File: src/rtl/nseq_pkg.sv
package nseq_pkg;
   localparam int BUS_W = 8;

   typedef enum logic [1:0] {OP_READ = 2'd0, OP_PROG = 2'd1, OP_ERASE = 2'd2, OP_STAT = 2'd3} nseq_op_e;
   typedef enum logic [1:0] {CY_CMD, CY_ADDR, CY_WDAT, CY_RDAT} nseq_cyc_e;
   typedef enum logic [3:0] {ST_IDLE, ST_CMD1, ST_ADDR, ST_WDAT, ST_CMD2, ST_WAIT,
                             ST_SCMD, ST_RDAT, ST_DONE} nseq_st_e;

   localparam logic [BUS_W-1:0] K_PTR_LO = 8'h00;
   localparam logic [BUS_W-1:0] K_PTR_HI = 8'h01;
   localparam logic [BUS_W-1:0] K_PROG   = 8'h80;
   localparam logic [BUS_W-1:0] K_PCONF  = 8'h10;
   localparam logic [BUS_W-1:0] K_ERASE  = 8'h60;
   localparam logic [BUS_W-1:0] K_ECONF  = 8'hD0;
   localparam logic [BUS_W-1:0] K_STAT   = 8'h70;
endpackage

File: src/rtl/nseq_strobe.sv
module nseq_strobe
   import nseq_pkg::*;
#(
   parameter int PULSE_CYC = 2
) (
   input  logic             clk,
   input  logic             rst_n,
   input  logic             start,
   input  nseq_cyc_e        kind,
   input  logic [BUS_W-1:0] wbyte,
   input  logic [BUS_W-1:0] bus_in,
   output logic             idle,
   output logic             cyc_done,
   output logic             cmd_en,
   output logic             addr_en,
   output logic             wr_n,
   output logic             rd_n,
   output logic [BUS_W-1:0] bus_out,
   output logic             bus_oe,
   output logic [BUS_W-1:0] rbyte
);
   localparam int CW = $clog2(PULSE_CYC + 1);
   localparam logic [CW-1:0] RELOAD = CW'(PULSE_CYC - 1);

   logic             busy, low_ph;
   logic [CW-1:0]    cnt;
   nseq_cyc_e        kind_q;
   logic [BUS_W-1:0] byte_q;

   always_ff @(posedge clk) begin
      if (!rst_n) begin
         busy   <= 1'b0;
         low_ph <= 1'b0;
         cnt    <= '0;
         kind_q <= CY_CMD;
         byte_q <= '0;
         rbyte  <= '0;
      end else if (!busy) begin
         if (start) begin
            busy   <= 1'b1;
            low_ph <= 1'b1;
            cnt    <= RELOAD;
            kind_q <= kind;
            byte_q <= wbyte;
         end
      end else if (cnt != '0) begin
         cnt <= cnt - 1'b1;
      end else if (low_ph) begin
         low_ph <= 1'b0;
         cnt    <= RELOAD;
         if (kind_q == CY_RDAT) rbyte <= bus_in;
      end else begin
         busy <= 1'b0;
      end
   end

   assign idle     = !busy;
   assign cyc_done = busy && !low_ph && (cnt == '0);
   assign wr_n     = !(busy && low_ph && kind_q != CY_RDAT);
   assign rd_n     = !(busy && low_ph && kind_q == CY_RDAT);
   assign cmd_en   = busy && kind_q == CY_CMD;
   assign addr_en  = busy && kind_q == CY_ADDR;
   assign bus_oe   = busy && kind_q != CY_RDAT;
   assign bus_out  = bus_oe ? byte_q : '0;
endmodule

File: src/rtl/nseq_ctrl.sv
module nseq_ctrl
   import nseq_pkg::*;
#(
   parameter int ROW_W = 14,
   parameter int LEN_W = 10,
   parameter int GUARD = 3
) (
   input  logic             clk,
   input  logic             rst_n,
   input  logic             req_valid,
   input  logic [1:0]       req_op,
   input  logic [ROW_W-1:0] req_row,
   input  logic [BUS_W-1:0] req_col,
   input  logic             req_half,
   input  logic [LEN_W-1:0] req_len,
   input  logic             wr_valid,
   input  logic [BUS_W-1:0] wr_byte,
   input  logic             wprot_n,
   input  logic             ready,
   input  logic             cyc_idle,
   input  logic             cyc_done,
   input  logic [BUS_W-1:0] rbyte,
   output logic             start,
   output nseq_cyc_e        kind,
   output logic [BUS_W-1:0] wbyte,
   output logic             wr_ready,
   output logic             req_ready,
   output logic             done,
   output logic             err_prot,
   output logic             err_fail,
   output logic [BUS_W-1:0] status_byte,
   output logic             rd_valid,
   output logic             sel_n
);
   localparam int GW = $clog2(GUARD + 1);

   nseq_st_e         st;
   nseq_op_e         op_q;
   logic [ROW_W-1:0] row_q;
   logic [BUS_W-1:0] col_q;
   logic             half_q;
   logic [LEN_W-1:0] len_q, idx;
   logic [GW-1:0]    guard;
   logic [BUS_W-1:0] addr_byte;

   always_comb begin
      case (idx[1:0])
         2'd0:    addr_byte = col_q;
         2'd1:    addr_byte = row_q[7:0];
         default: addr_byte = BUS_W'(row_q >> 8);
      endcase
   end

   always_comb begin
      start = 1'b0;
      kind  = CY_CMD;
      wbyte = '0;
      case (st)
         ST_CMD1: begin
            start = cyc_idle;
            case (op_q)
               OP_READ:  wbyte = half_q ? K_PTR_HI : K_PTR_LO;
               OP_PROG:  wbyte = K_PROG;
               OP_ERASE: wbyte = K_ERASE;
               default:  wbyte = K_STAT;
            endcase
         end
         ST_ADDR: begin start = cyc_idle; kind = CY_ADDR; wbyte = addr_byte; end
         ST_WDAT: begin start = cyc_idle && wr_valid; kind = CY_WDAT; wbyte = wr_byte; end
         ST_CMD2: begin start = cyc_idle; wbyte = (op_q == OP_PROG) ? K_PCONF : K_ECONF; end
         ST_SCMD: begin start = cyc_idle; wbyte = K_STAT; end
         ST_RDAT: begin start = cyc_idle; kind = CY_RDAT; end
         default: ;
      endcase
   end

   always_ff @(posedge clk) begin
      if (!rst_n) begin
         st          <= ST_IDLE;
         op_q        <= OP_READ;
         row_q       <= '0;
         col_q       <= '0;
         half_q      <= 1'b0;
         len_q       <= '0;
         idx         <= '0;
         guard       <= '0;
         err_prot    <= 1'b0;
         err_fail    <= 1'b0;
         status_byte <= '0;
      end else begin
         case (st)
            ST_IDLE: if (req_valid) begin
               op_q     <= nseq_op_e'(req_op);
               row_q    <= req_row;
               col_q    <= req_col;
               half_q   <= req_half;
               len_q    <= req_len;
               err_fail <= 1'b0;
               if ((req_op == OP_PROG || req_op == OP_ERASE) && !wprot_n) begin
                  err_prot <= 1'b1;
                  st       <= ST_DONE;
               end else begin
                  err_prot <= 1'b0;
                  st       <= ST_CMD1;
               end
            end
            ST_CMD1: if (cyc_done) begin
               case (op_q)
                  OP_STAT:  begin st <= ST_RDAT; idx <= '0; len_q <= LEN_W'(1); end
                  OP_ERASE: begin st <= ST_ADDR; idx <= LEN_W'(1); end
                  default:  begin st <= ST_ADDR; idx <= '0; end
               endcase
            end
            ST_ADDR: if (cyc_done) begin
               if (idx == LEN_W'(2)) begin
                  idx <= '0;
                  case (op_q)
                     OP_READ: begin st <= ST_WAIT; guard <= GW'(GUARD); end
                     OP_PROG: st <= (len_q == '0) ? ST_CMD2 : ST_WDAT;
                     default: st <= ST_CMD2;
                  endcase
               end else begin
                  idx <= idx + 1'b1;
               end
            end
            ST_WDAT: if (cyc_done) begin
               if (idx == len_q - 1'b1) st <= ST_CMD2;
               idx <= idx + 1'b1;
            end
            ST_CMD2: if (cyc_done) begin
               st    <= ST_WAIT;
               guard <= GW'(GUARD);
            end
            ST_WAIT: begin
               if (guard != '0) guard <= guard - 1'b1;
               else if (ready) begin
                  idx <= '0;
                  if (op_q != OP_READ) st <= ST_SCMD;
                  else st <= (len_q == '0) ? ST_DONE : ST_RDAT;
               end
            end
            ST_SCMD: if (cyc_done) begin
               st    <= ST_RDAT;
               idx   <= '0;
               len_q <= LEN_W'(1);
            end
            ST_RDAT: if (cyc_done) begin
               if (idx == len_q - 1'b1) begin
                  st <= ST_DONE;
                  if (op_q != OP_READ) begin
                     status_byte <= rbyte;
                     err_fail    <= (op_q == OP_PROG || op_q == OP_ERASE) && rbyte[0];
                  end
               end
               idx <= idx + 1'b1;
            end
            default: st <= ST_IDLE;
         endcase
      end
   end

   assign req_ready = (st == ST_IDLE);
   assign done      = (st == ST_DONE);
   assign wr_ready  = (st == ST_WDAT) && cyc_idle;
   assign rd_valid  = (st == ST_RDAT) && cyc_done && (op_q == OP_READ);
   assign sel_n     = (st == ST_IDLE) || (st == ST_DONE);
endmodule

File: src/rtl/nand_cycle_seq.sv
module nand_cycle_seq
   import nseq_pkg::*;
#(
   parameter int PULSE_CYC  = 2,
   parameter int ROW_W      = 14,
   parameter int PAGE_BYTES = 528,
   parameter int GUARD      = 3
) (
   input  logic                              clk,
   input  logic                              rst_n,
   input  logic                              req_valid,
   output logic                              req_ready,
   input  logic [1:0]                        req_op,
   input  logic [ROW_W-1:0]                  req_row,
   input  logic [7:0]                        req_col,
   input  logic                              req_half,
   input  logic [$clog2(PAGE_BYTES+1)-1:0]   req_len,
   input  logic [7:0]                        wr_byte,
   input  logic                              wr_valid,
   output logic                              wr_ready,
   output logic [7:0]                        rd_byte,
   output logic                              rd_valid,
   output logic                              done,
   output logic                              err_prot,
   output logic                              err_fail,
   output logic [7:0]                        status_byte,
   output logic                              flash_sel_n,
   output logic                              flash_cmd_en,
   output logic                              flash_addr_en,
   output logic                              flash_wr_n,
   output logic                              flash_rd_n,
   output logic [7:0]                        flash_bus_out,
   output logic                              flash_bus_oe,
   input  logic [7:0]                        flash_bus_in,
   input  logic                              flash_wprot_n,
   input  logic                              flash_ready
);
   localparam int LEN_W = $clog2(PAGE_BYTES + 1);

   generate
      if (PULSE_CYC < 2) begin : g_bad_pulse
         $error("PULSE_CYC must be at least 2");
      end
      if (ROW_W <= 8 || ROW_W > 16) begin : g_bad_row
         $error("ROW_W must fit two address bytes");
      end
      if (GUARD < 2) begin : g_bad_guard
         $error("GUARD must cover the ready line latency");
      end
   endgenerate

   logic             start, cyc_idle, cyc_done;
   nseq_cyc_e        kind;
   logic [BUS_W-1:0] wbyte, rbyte;

   nseq_ctrl #(.ROW_W(ROW_W), .LEN_W(LEN_W), .GUARD(GUARD)) u_ctrl (
      .clk(clk), .rst_n(rst_n),
      .req_valid(req_valid), .req_op(req_op), .req_row(req_row), .req_col(req_col),
      .req_half(req_half), .req_len(req_len),
      .wr_valid(wr_valid), .wr_byte(wr_byte),
      .wprot_n(flash_wprot_n), .ready(flash_ready),
      .cyc_idle(cyc_idle), .cyc_done(cyc_done), .rbyte(rbyte),
      .start(start), .kind(kind), .wbyte(wbyte), .wr_ready(wr_ready),
      .req_ready(req_ready), .done(done), .err_prot(err_prot), .err_fail(err_fail),
      .status_byte(status_byte), .rd_valid(rd_valid), .sel_n(flash_sel_n)
   );

   nseq_strobe #(.PULSE_CYC(PULSE_CYC)) u_strobe (
      .clk(clk), .rst_n(rst_n), .start(start), .kind(kind), .wbyte(wbyte),
      .bus_in(flash_bus_in), .idle(cyc_idle), .cyc_done(cyc_done),
      .cmd_en(flash_cmd_en), .addr_en(flash_addr_en),
      .wr_n(flash_wr_n), .rd_n(flash_rd_n),
      .bus_out(flash_bus_out), .bus_oe(flash_bus_oe), .rbyte(rbyte)
   );

   assign rd_byte = rbyte;
endmodule

File: config.mk
export PLATFORM = sky130hd
export DESIGN_NAME = nand_cycle_seq
export DESIGN_NICKNAME = d
export VERILOG_FILES = /design/src/rtl/nseq_pkg.sv /design/src/rtl/nseq_strobe.sv /design/src/rtl/nseq_ctrl.sv /design/src/rtl/nand_cycle_seq.sv
export SDC_FILE = /design/constraint.sdc
export NUM_CORES = 1
export LEC_CHECK = 0
export BUFFER_PORTS_ARGS = -buffer_cell sky130_fd_sc_hd__buf_2
export CAP_MARGIN = 0
export CORE_MARGIN = 2
export CORE_UTILIZATION = 30
export DETAILED_ROUTE_END_ITERATION = 16
export GPL_ROUTABILITY_DRIVEN = 1
export GPL_TIMING_DRIVEN = 0
export SKIP_CTS_REPAIR_TIMING = 1
export SYNTH_ARGS = -nofsm -noshare
export SYNTH_HDL_FRONTEND = slang
export SYNTH_SLANG_ARGS = --single-unit
File: constraint.sdc
create_clock -name clk -period 4.7 [get_ports clk]
set_input_delay 0.705 -clock clk [delete_from_list [all_inputs] [get_ports clk]]
set_output_delay 0.705 -clock clk [all_outputs]
set_load 0.01 [all_outputs]
Yosys cells after proc, flatten, opt, wreduce, memory -nomap -nowiden --
Cells that the tools add are included.
Word-level totals: register bits after elaboration 83, input bits 57, word-level logic and storage cells 174
Operators by class: add/subtract/negate cells 4, eq/ne operators 38, multiplexer cells 64, bitwise gates (word level) 2, reduce and logical (&&, ||, !) cells 49
Operators with widths (count):
- 10-bit two-way mux | 11
- 4-bit two-way mux | 15
- 10-bit case mux with 5 select lines | 1
- 8-bit case mux with 5 select lines | 1
- 4-bit case mux with 8 select lines | 1
- 10-bit case mux with 3 select lines | 1
- 2-bit by 1-bit inequality test with 1-bit output, second input constant | 13
- 8-bit case mux with 3 select lines | 1
- 2-bit two-way mux | 9
- 4-bit by 3-bit == test with 1-bit output, second input constant | 4
- 8-bit two-way mux | 2
- 8-bit case mux with 2 select lines | 1
- 1-bit logical AND | 14
- 1-bit two-way mux | 14
- 2-bit inequality test, second input constant | 6
- 2-bit case mux with 3 select lines | 2
- 12-bit AND reduction | 1
- 10-bit by 1-bit adder with 10-bit output, second input constant | 1
- 10-bit == test | 1
- 10-bit by 2-bit == test with 1-bit output, second input constant | 1
- 10-bit logical NOT | 1
- 5-bit AND reduction | 2
- 2-bit nonzero test | 5
- 10-bit by 1-bit subtractor with 10-bit output, second input constant | 1
- 23 further kinds | 48

Depth between registers and ports, before layout --
Gate-level depths: netlist of the first run.
word-level depth 7, gate-level depth with buffers 9, gate-level depth less buffers 8

Modules after synthesis --
Synthesis of the first run repeated with hierarchy kept, for this count alone.
Unflattened totals: cell total of the unflattened synthesis 561, area, all modules 4359.2 sq um
By module, submodules not included:
- nseq_ctrl | instances 1, cells each 452, area each 3423.3 sq um
- nseq_strobe | instances 1, cells each 109, area each 935.9 sq um

Worst setup path before layout of the first run --
No wires, ideal clock.
path type reg-to-reg, start reg u_ctrl.len_q[2], end reg u_ctrl.err_fail, setup time 70 ps, arrival 2267 ps, required time 4630 ps, setup slack 2362 ps, cell stages (with the launch flop) 8, buffers on the path 1, period minus slack after synthesis 2338 ps, cell sequence dfxtp_1 > buf_6 > or4_4 > or4_1 > a211oi_1 > o2111ai_1 > or3_1 > a21oi_1
Between the ends: cells in the longest elaborated chain, start to end 4
Ends and longest elaborated chain:
- start: declaration | line nseq_ctrl.sv:42 | logic [LEN_W-1:0] len_q, idx;
- start signal: assignment | line nseq_ctrl.sv:97 | len_q <= req_len;
- 10-bit by 1-bit subtractor with 10-bit output | line nseq_ctrl.sv:148 | if (idx == len_q - 1'b1) begin
- 10-bit == test | line nseq_ctrl.sv:148
- 2-bit by 1-bit inequality test with 1-bit output (no line)
- 5-bit AND reduction (no line)
- end signal: assignment | line nseq_ctrl.sv:152 | err_fail <= (op_q == OP_PROG || op_q == OP_ERASE) && rbyte[0];
- end: declaration | line nseq_ctrl.sv:30 | output logic err_fail,
No other way between the ends. A chain may end at the register's enable or synchronous reset.

Worst setup path after layout of the first run --
start reg u_ctrl.st[0], end reg u_ctrl.idx[9]
Between the ends: cells in the longest elaborated chain, start to end 4
Ends and longest elaborated chain:
- start: declaration | line nseq_ctrl.sv:37 | nseq_st_e st;
- start signal: assignment | line nseq_ctrl.sv:119 | OP_PROG: st <= (len_q == '0) ? ST_CMD2 : ST_WDAT;
- start signal: assignment | line nseq_ctrl.sv:139 | else st <= (len_q == '0) ? ST_DONE : ST_RDAT;
- 4-bit by 3-bit == test with 1-bit output or 4-bit by 2-bit == test with 1-bit output (tied branches) | line nseq_ctrl.sv:91 | case (st)
- 2-bit OR reduction (no line)
- 5-bit nonzero test (no line) or 2-bit by 1-bit inequality test with 1-bit output (tied branches)
- 7-bit AND reduction (no line)
- end signal: assignment | line nseq_ctrl.sv:123 | idx <= idx + 1'b1;
- end signal: assignment | line nseq_ctrl.sv:128 | idx <= idx + 1'b1;
- end signal: assignment | line nseq_ctrl.sv:155 | idx <= idx + 1'b1;
- end: declaration | line nseq_ctrl.sv:42
Several ways; a longest one is shown, not always the timed one.

==> impl_metrics.yaml, run 1 <==
status:
  run_status: "completed"
sta:
  clock_skew_ns: 0.00934
  slew_headroom_pct: 29.8
  finalCriticalPeriod_ns: 2.74
  setup-tns-final_ns: 0
  worst_slew_pin_slew_ns: 1.04
  grt_setup_unrepaired: "false"
  finalHoldViolations: 0
  slew_limit_fails: 0
  layout_worst_path_cycle_share_pct: 58.2
  report.final.setup_viol: 0
  max_freq_mhz: 365
floorplan:
  placementRows: 44
  die_height_microns: 125
  die_area_sq_um: 15600
  floorplan.io_pins: 93
  core_region_area_sq_um: 14400
  initial_core_util_pct: 30.4
  die_w_microns: 125
synth:
  syn_area_sq_um: 4370
  avgSynthCellArea_sq_um: 7.70
  yosysWarnings: 0
  number_of_synthesized_flops_with_an_enable_pin: 0
  synthesis.instances: 568
  synthDistinctLibCells: 59
  synth-main-ff-cell: "sky130_fd_sc_hd__dfxtp_1"
  async_reset_ff_share_pct: 0
  synth_seq_cells: 83
  synth.yosys.seq_area_share_pct: 38.0
  syn_nets: 637
job:
  max_cap_violations: 0
clock_network:
  cts_buffer_depth: 2
  cts-htree-levels: 3
  clock_tree_from_tritoncts: "built"
  clk_root_buffer_cell: "sky130_fd_sc_hd__clkbuf_16"
  clkTransAtPathRegs_ns: 0.06
  numCtsBuffers: 9
  cts.sink_count: 83
  clk-insertion-delay-late_ns: 0.35
min_path:
  hold_path_class: "register to register"
setup_path:
  critical_path.endpoint_type: "register"
  critPathMaxFanout: 10
  cp.required_ns: 4.89
  critical_path.startpoint_type: "register"
  worstSetupPathType: "register to register"
  data_arrival_time_of_the_critical_path_ns: 2.93
detailed_routing:
  final_antenna_net_count: 0
  drt_first_iter_violations: 287
  detailedRoute.firstPassIterationCount: 4
  routed_wl_mm: 12.9
  route.vias.total: 4434
  post-route-drc-count: 0
  vias_per_cell: 5.16
  wl_per_cell_microns: 15.0
placed_design:
  io_buffer_count: 91
  globalplace.congestion: 0.907
  place_area_sq_um: 5060
  dp_hpwl_mm: 9.76
final_layout:
  post_route_cells_drive_above_1_share_pct: 18.1
  insertedDiodeCount: 0
  final_nets: 739
  fillers: 1513
  mostFrequentLayoutCells: "95 x sky130_fd_sc_hd__nand2_1, 94 x sky130_fd_sc_hd__buf_2, 83 x sky130_fd_sc_hd__dfxtp_1"
  postLayoutCoreUtil_pct: 37.5
  fin_area_sq_um: 5390
  final_common_cell: "sky130_fd_sc_hd__nand2_1"
  flow.area_growth_from_synthesis_pct: 23.2
global_routing:
  grt_pass1_wl_mm: 20.7
  met2_track_utilization_from_global_routing_pct: 26.2
  globalRouteTotalUtil_pct: 16.5
  grt_util_met3_pct: 3.48
  grt_pass1_vias: 4039
  top_usage_layer: "met2"
  grt_remaining_overflow: 0
  largest_net_degree_at_the_start_of_global_routing: 16
  grt_antenna_before_repair: 0
  grt.met1_usage_pct: 22.6
power_and_ir_drop:
  overall_power_mw: 3.10
  power.leakage_nw: 2.09
  ir_worst_vdd_uv: 278
  pwr_density_cell_nw_per_um2: 575
[cell families after synthesis]
kind of cell | Yosys count | synth area share (%)
mux | 9 | 2.06
flops | 83 | 38.0
simple gates | 245 | 27.4
buf+inv | 53 | 4.81
xor+xnor | 18 | 3.61
compound gates | 148 | 20.7
fa+ha+maj | 12 | 3.43
[metrics by stage]
step	cells	hold slack (ns)	setup WS (ns)
2_1_floorplan	568	0.427	2.36
3_3_place_gp	843	0.442	2.02
3_5_place_dp	843	0.447	2.02
4_1_cts	859	0.456	2.01
5_1_grt	859	0.476	1.67
6_report	859	0.457	1.96
[cells in the mapped netlist, drive strengths merged (9+ instances only)]
master   n  area share (%)
inv     12             1.0
nor3    12             1.4
nor2    47             4.0
a21oi   65             7.4
ha      12             3.4
o21ai   26             3.0
and2    11             1.6
nand4   11             1.6
dfxtp   83              38
clkbuf  33             2.8
xnor2   14             2.8
nand2   95             8.2
mux2i    9             2.1
nand3   16             1.8
[sequential cells by signal, indices dropped and copies added (netlist names), 2 cells and up]
name                count
u_strobe.cnt            2
u_ctrl.col_q            8
u_ctrl.st               4
u_ctrl.guard            2
u_ctrl.row_q           14
u_ctrl.len_q           10
u_strobe.kind_q         2
u_strobe.rbyte          8
u_ctrl.status_byte      8
u_ctrl.idx             10
u_ctrl.op_q             2
u_strobe.byte_q         8
[cell type report]
type	count	area (sq um)	share of cell area [%]
buffer	40	161	3.00
timing repair buffer	91	455	8.46
sequential	83	1660	30.8
clock buffer	9	225	4.18
multi-input combinational	432	2500	46.5
tap	184	230	4.27
inverter	13	48.8	0.906
clock inverter	7	98.8	1.84
[worst max-delay path, stage by stage, from the launching register on]
cell	delay [ns]
sky130_fd_sc_hd__dfxtp_1	0.33
sky130_fd_sc_hd__clkbuf_1	0.34
sky130_fd_sc_hd__or4b_2	0.21
sky130_fd_sc_hd__clkbuf_1	0.31
sky130_fd_sc_hd__a31oi_1	0.11
sky130_fd_sc_hd__or2_2	0.32
sky130_fd_sc_hd__o31ai_1	0.85
sky130_fd_sc_hd__nor2_1	0.12
[routing by layer]
layer / wire length, microns / vias up
met1: 6190 / 2052
met5: 0 / -
met3: 864 / 13
met2: 5690 / 143
met4: 163 / 0
li1: - / 2226
[power breakdown]
group | switching (mW) | total, mW | internal (mW) | leakage [nW]
logic | 0.885 | 1.40 | 0.513 | 1.26
clock network | 0.304 | 0.773 | 0.469 | 0.156
registers | 0.0993 | 0.926 | 0.826 | 0.675
total | 1.29 | 3.10 | 1.81 | 2.09
[path summary, 6_finish.rpt]
kind,start,endpoint,slack (ns),cells past startpoint
worst max register to register,u_ctrl.st[0],u_ctrl.idx[9],1.96,7
worst max-delay path,u_ctrl.st[0],u_ctrl.idx[9],1.96,7
worst min register to register,u_ctrl.col_q[0],u_ctrl.col_q[0],0.46,2
worst min-delay path,u_ctrl.col_q[0],u_ctrl.col_q[0],0.46,2
Power figures use the tool's default switching activity.
==> run 2, diff against run 1 <==
--- a/config.mk
+++ b/config.mk
@@ -5,6 +5,7 @@
 export SDC_FILE = /design/constraint.sdc
 export NUM_CORES = 1
 export LEC_CHECK = 0
+export ABC_AREA = 1
 export BUFFER_PORTS_ARGS = -buffer_cell sky130_fd_sc_hd__buf_2
 export CAP_MARGIN = 0
 export CORE_MARGIN = 2
==> constraint.sdc (replaced) <==
create_clock -name clk -period 2.5 [get_ports clk]
set_input_delay 0.375 -clock clk [delete_from_list [all_inputs] [get_ports clk]]
set_output_delay 0.375 -clock clk [all_outputs]
set_load 0.01 [all_outputs]
==> run 2 against run 1 <==
Net effect:
- non-clock buffer count down 20
- area after synthesis up 3.7%
- sequential share of layout area down 0.68 points
- wire length up 0.73%
- via count up 3.1%
- clock skew down 0.0031 ns
- combinational power up 89%
- die area up 3.6%
- first-iteration DRC count down 13%
- utilization up 0.12 points
- global-route usage down 0.13 points
==> impl_metrics.yaml, run 2 <==
status:
  run_status: "completed"
final_layout:
  post_route_cells_drive_above_1_share_pct: 18.0
  fillers: 1607
  mostFrequentLayoutCells: "146 x sky130_fd_sc_hd__nand2_1, 95 x sky130_fd_sc_hd__buf_2, 93 x sky130_fd_sc_hd__nor2_1"
  layout.cells.non_filler: 979
  layout.area.seq_sq_um: 1660
  final_nets: 859
  final_common_cell: "sky130_fd_sc_hd__nand2_1"
  largest_reg_flops: 14
  flow.area_growth_from_synthesis_pct: 21.4
  biggestRegsByFlops: "u_ctrl.row_q x14, u_ctrl.idx x10, u_ctrl.len_q x10"
  multi_input_comb_area_sq_um: 2400
  fin_area_sq_um: 5510
  postLayoutCoreUtil_pct: 37.6
  insertedDiodeCount: 0
  regMostFlops: "u_ctrl.row_q"
setup_path:
  cp_num_buf_inv: 3
  critical-path-top-cell-by-count: "sky130_fd_sc_hd__nand2_1"
  timing.critical_path.depth: 15
  data_arrival_time_of_the_critical_path_ns: 2.43
  reg2regPathDepth: 15
  worstSetupPathType: "register to register"
  cp.required_ns: 2.73
  crit_chain: "inv_1, ha_1, inv_1, nand2_1, nand2_1, nand2_1, nor2_1, nand2_1, nor2_1, nand2_1, nor2_1, nand3_1, buf_2, o21ai_0, nor2_1"
  timing.reg2reg.setup_slack_ns: 0.30
  critical_path.endpoint_type: "register"
  r2r_end: "u_ctrl.status_byte[3]"
  critPathMaxFanout: 10
  crit_family: "simple AND/OR/NAND/NOR gates"
  critical-path-max-stage-delay_ns: 0.38
  timing.critical_path.slowest_stage_cell: "sky130_fd_sc_hd__dfxtp_1"
  critical_path.startpoint_type: "register"
  critPathLaunch: "u_ctrl.len_q[0]"
  timing.rr.start: "u_ctrl.len_q[0]"
floorplan:
  initial_core_util_pct: 31.0
  floorplan.io_pins: 93
  die_height_microns: 127
  core_region_area_sq_um: 14600
  placementRows: 44
  die_w_microns: 127
  die_area_sq_um: 16100
synth:
  synthDistinctLibCells: 36
  synth_top_area_share_pct: 36.6
  synth_seq_cells: 83
  post-synth-top-count-cell: "sky130_fd_sc_hd__nand2_1"
  avgSynthCellArea_sq_um: 6.60
  commonest_cells_post_synth: "146 x sky130_fd_sc_hd__nand2_1, 93 x sky130_fd_sc_hd__nor2_1, 87 x sky130_fd_sc_hd__inv_1"
  yosysWarnings: 0
  synth-main-ff-cell: "sky130_fd_sc_hd__dfxtp_1"
  post-synth-top-area-cell: "sky130_fd_sc_hd__dfxtp_1"
  async_reset_ff_share_pct: 0
  syn_nets: 756
  synth.yosys.seq_area_share_pct: 36.6
  syn_area_sq_um: 4540
  synthesis.instances: 687
  synth_area_leaders: "sky130_fd_sc_hd__dfxtp_1 37%, sky130_fd_sc_hd__nand2_1 12%, sky130_fd_sc_hd__a21oi_1 7.9%"
  number_of_synthesized_flops_with_an_enable_pin: 0
detailed_routing:
  routed_wl_mm: 13.0
  vias_per_cell: 4.67
  detailedRoute.firstPassIterationCount: 5
  route.vias.total: 4570
  final_antenna_net_count: 0
  wl_per_cell_microns: 13.3
  drt_first_iter_violations: 249
  post-route-drc-count: 0
global_routing:
  grt_pass1_wl_mm: 20.9
  grt.met1_usage_pct: 20.6
  grt_pass1_vias: 4333
  globalRouteTotalUtil_pct: 16.3
  grt_util_met3_pct: 2.99
  met2_track_utilization_from_global_routing_pct: 27.8
  grt_remaining_overflow: 0
  top_usage_layer: "met2"
  largest_net_degree_at_the_start_of_global_routing: 14
  grt_antenna_before_repair: 0
clock_network:
  cts_buffer_depth: 2
  clkTransAtPathRegs_ns: 0.06
  cts-htree-levels: 3
  clock_tree_from_tritoncts: "built"
  clk_root_buffer_cell: "sky130_fd_sc_hd__clkbuf_16"
  cts.sink_count: 83
  clk-insertion-delay-late_ns: 0.34
  numCtsBuffers: 9
sta:
  finalCriticalPeriod_ns: 2.20
  setup-tns-final_ns: 0
  worst_slew_pin_slew_ns: 0.772
  worst_slack_ns: 0.303
  clock_skew_ns: 0.00625
  finalHoldViolations: 0
  slew_headroom_pct: 48.2
  max_freq_mhz: 455
  slew_limit_fails: 0
  report.final.setup_viol: 0
  layout_worst_path_cycle_share_pct: 87.9
  grt_setup_unrepaired: "false"
min_path:
  hold_path_class: "input port to register"
  worst_hold_startpoint: "flash_bus_in[5]"
  worst_hold_path.endpoint: "u_strobe.rbyte[5]"
  hold_path_stages: 3
power_and_ir_drop:
  pwr_density_cell_nw_per_um2: 1040
  power.leakage_nw: 2.52
  ir_worst_vdd_uv: 329
job:
  max_cap_violations: 0
placed_design:
  globalplace.congestion: 0.842
  place_area_sq_um: 5230
  place_inst: 963
  post-place-ws_ns: 0.311
  io_buffer_count: 92
  dp_hpwl_mm: 10.1
[run 2: layer usage]
metal,routed length (microns),up-vias,share of wire [%]
li1,-,2411,-
met1,6060,2038,47
met2,6060,104,47
met3,601,17,4.6
met4,284,0,2.2
met5,0,-,0
[run 2: logic make-up after synthesis]
family	after synthesis	share of synthesized area [%]
AND/OR/NAND/NOR	308	28.8
AO/OA/AOI/OAI	154	19.0
buffers and inverters	120	10.3
flip-flops	83	36.6
adder cells (fa/ha/maj)	12	3.31
XOR/XNOR	10	1.93
[run 2: tightest hold or removal path, delay by kind of cell]
kind / cells / cell delay (ns)
buffers and inverters: 1 / 0.07
AND/OR/NAND/NOR: 2 / 0.11
[run 2: stage by stage]
stage | hold slack (ns) | power (mW)
floorplan | 0.403 | 3.78
global placement | 0.414 | 4.46
detailed placement | 0.418 | 4.47
CTS | 0.250 | 5.76
global route | 0.259 | 6.21
finish | 0.259 | 5.73
[run 2: how the worst max path moves through the flow]
stage,end,slack (ns)
after global routing,u_ctrl.status_byte[3],0.09
after floorplan,u_ctrl.status_byte[3],0.67
after CTS,u_ctrl.status_byte[3],0.27
after global placement,u_ctrl.status_byte[3],0.35
after detailed placement,u_ctrl.status_byte[3],0.31
final,u_ctrl.status_byte[3],0.30
[run 2: power by group]
part / leakage (nW) / internal, mW / switching [mW]
Sequential: 0.678 / 1.60 / 0.193
Combinational: 1.71 / 0.896 / 1.75
Clock: 0.136 / 0.731 / 0.551
Total: 2.52 / 3.23 / 2.50
[run 2: final cells by class]
type / instances / area share, %
well taps: 184 / 4.18
multi-input cells: 484 / 43.7
clock buffers: 13 / 4.73
repair buffers: 92 / 8.36
plain buffers: 19 / 1.64
flip-flops and latches: 83 / 30.2
inverters: 101 / 6.88
clock inverters: 3 / 0.386
==> run 3, diff against run 2 <==
--- a/config.mk
+++ b/config.mk
@@ -8,11 +8,14 @@
 export ABC_AREA = 1
 export BUFFER_PORTS_ARGS = -buffer_cell sky130_fd_sc_hd__buf_2
 export CAP_MARGIN = 0
+export CELL_PAD_IN_SITES_DETAIL_PLACEMENT = 1
+export CELL_PAD_IN_SITES_GLOBAL_PLACEMENT = 1
 export CORE_MARGIN = 2
 export CORE_UTILIZATION = 30
 export DETAILED_ROUTE_END_ITERATION = 16
 export GPL_ROUTABILITY_DRIVEN = 1
 export GPL_TIMING_DRIVEN = 0
+export PLACE_DENSITY_LB_ADDON = 0.1
 export SKIP_CTS_REPAIR_TIMING = 1
 export SYNTH_ARGS = -nofsm -noshare
 export SYNTH_HDL_FRONTEND = slang
==> run 3 against run 2 <==
Net effect:
- power is 5.1% higher
- sequential power is essentially flat
- utilization up 0.26 points
- critical path type unchanged
- highest routed layer unchanged
==> impl_metrics.yaml, run 3 (synthesized netlist as in run 2, its figures left out) <==
setup_path:
  worstSetupPathType: "register to register"
  timing.rr.start: "u_strobe.busy"
  reg2regPathDepth: 5
  critical-path-top-cell-by-count: "sky130_fd_sc_hd__nor2_1"
  timing.critical_path.slowest_stage_cell: "sky130_fd_sc_hd__nor3_1"
  crit_chain: "nand2_1, nor3_1, inv_1, nor2_1, nor2_1"
  crit_family: "simple AND/OR/NAND/NOR gates"
  critPathLaunch: "u_strobe.busy"
  cp.required_ns: 2.73
  r2r_end: "u_strobe.rbyte[2]"
  critical-path-max-stage-delay_ns: 0.99
  timing.critical_path.depth: 5
  data_arrival_time_of_the_critical_path_ns: 2.51
  cp_num_buf_inv: 1
  timing.reg2reg.setup_slack_ns: 0.23
  critPathMaxFanout: 9
  crit_path_end: "u_strobe.rbyte[2]"
  critical_path.startpoint_type: "register"
  critical_path.endpoint_type: "register"
final_layout:
  mostFrequentLayoutCells: "146 x sky130_fd_sc_hd__nand2_1, 95 x sky130_fd_sc_hd__buf_2, 92 x sky130_fd_sc_hd__nor2_1"
  post_route_cells_drive_above_1_share_pct: 18.4
  flow.area_growth_from_synthesis_pct: 22.3
  final_nets: 859
  final_common_cell: "sky130_fd_sc_hd__nand2_1"
  largest_reg_flops: 14
  biggestRegsByFlops: "u_ctrl.row_q x14, u_ctrl.idx x10, u_ctrl.len_q x10"
  insertedDiodeCount: 0
  fillers: 1940
  regMostFlops: "u_ctrl.row_q"
floorplan:
  die_area_sq_um: 16100
  die_w_microns: 127
  floorplan.io_pins: 93
  placementRows: 44
  initial_core_util_pct: 31.0
  core_region_area_sq_um: 14600
  die_height_microns: 127
power_and_ir_drop:
  p_sw_share_pct: 43.9
  ir_worst_vdd_uv: 321
  overall_power_mw: 6.02
  p_sw_mw: 2.64
  share_clk_of_total_power_pct: 23.9
  p_seq_share_pct: 30.0
  pwr_density_cell_nw_per_um2: 1090
  comb_power_share_pct: 46.0
  power.leakage_nw: 2.55
  power.internal_mw: 3.38
status:
  run_status: "completed"
job:
  max_cap_violations: 0
detailed_routing:
  route.vias.total: 4761
  detailedRoute.firstPassIterationCount: 4
  routed_wl_mm: 15.1
  drt_first_iter_violations: 183
  post-route-drc-count: 0
  final_antenna_net_count: 0
  wl_per_cell_microns: 15.4
  vias_per_cell: 4.86
placed_design:
  dp_hpwl_mm: 11.9
  io_buffer_count: 92
  globalplace.congestion: 0.854
  post-place-ws_ns: 0.233
sta:
  slew_headroom_pct: 16.1
  grt_setup_unrepaired: "false"
  layout_worst_path_cycle_share_pct: 90.9
  slew_limit_fails: 0
  max_freq_mhz: 440
  finalHoldViolations: 0
  setup-tns-final_ns: 0
  worst_slew_pin_slew_ns: 1.25
  clock_skew_ns: 0.00752
  report.final.setup_viol: 0
  finalCriticalPeriod_ns: 2.27
  worst_slack_ns: 0.226
clock_network:
  clock_tree_from_tritoncts: "built"
  clk_root_buffer_cell: "sky130_fd_sc_hd__clkbuf_16"
  numCtsBuffers: 9
  clk-insertion-delay-late_ns: 0.34
  clkTransAtPathRegs_ns: 0.06
  cts.sink_count: 83
  cts-htree-levels: 3
  cts_buffer_depth: 2
global_routing:
  grt_remaining_overflow: 0
  globalRouteTotalUtil_pct: 19.2
  grt_antenna_before_repair: 0
  grt_pass1_vias: 4784
  grt_pass1_wl_mm: 24.6
  largest_net_degree_at_the_start_of_global_routing: 15
min_path:
  worst_hold_startpoint: "flash_bus_in[3]"
  hold_path_class: "input port to register"
run 3: final cells by class:
type	instances	area [sq um]	area share [%]
flip-flops and latches	83	1660	30.0
repair buffers	92	460	8.30
plain buffers	19	90.1	1.62
multi-input cells	484	2410	43.4
clock inverters	7	91.3	1.65
inverters	101	379	6.84
clock buffers	9	225	4.06
well taps	184	230	4.15
run 3: how the worst min path moves through the flow:
stage,end,slack [ns],cells after the start
after floorplan,u_ctrl.guard[0],0.40,1
after global placement,u_ctrl.guard[0],0.41,1
after detailed placement,u_ctrl.guard[0],0.42,1
after CTS,u_strobe.rbyte[3],0.25,3
after global routing,u_strobe.rbyte[7],0.27,3
final,u_strobe.rbyte[3],0.26,3
run 3: per-layer routing:
| layer | track usage (%) | up-vias | share of wire, % | routed length, microns |
|---|---|---|---|---|
| met1 | 26.7 | 2267 | 50 | 7520 |
| met5 | 0 | - | 0 | 0 |
| met3 | 2.49 | 8 | 3.2 | 486 |
| li1 | - | 2414 | - | - |
| met4 | 5.69 | 0 | 1.0 | 151 |
| met2 | 31.1 | 72 | 46 | 6910 |
run 3: per-stage QoR:
stage,util (%),hold WS (ns),instance area [sq um],instances
2_1_floorplan,-,0.403,4540,687
3_5_place_dp,35.7,0.420,5230,963
6_report,37.9,0.258,5550,979
3_3_place_gp,35.7,0.410,5230,963
5_1_grt,37.9,0.266,5550,979
4_1_cts,37.9,0.246,5540,979
run 3: power groups by stage:
| stage | combinational, mW | sequential (mW) | clock (mW) |
|---|---|---|---|
| floorplan | 2.00 | 1.78 | 0 |
| global placement | 2.68 | 1.82 | 0 |
| detailed placement | 2.78 | 1.83 | 0 |
| CTS | 2.79 | 1.80 | 1.48 |
| global route | 3.15 | 1.85 | 1.54 |
| finish | 2.77 | 1.81 | 1.44 |
run 3: worst reg2reg max path, delay by kind of cell, from the launching register on:
family	cells	cell delay (ns)
AND/OR/NAND/NOR	4	1.36
flip-flops	1	0.44
buffers and inverters	1	0.38
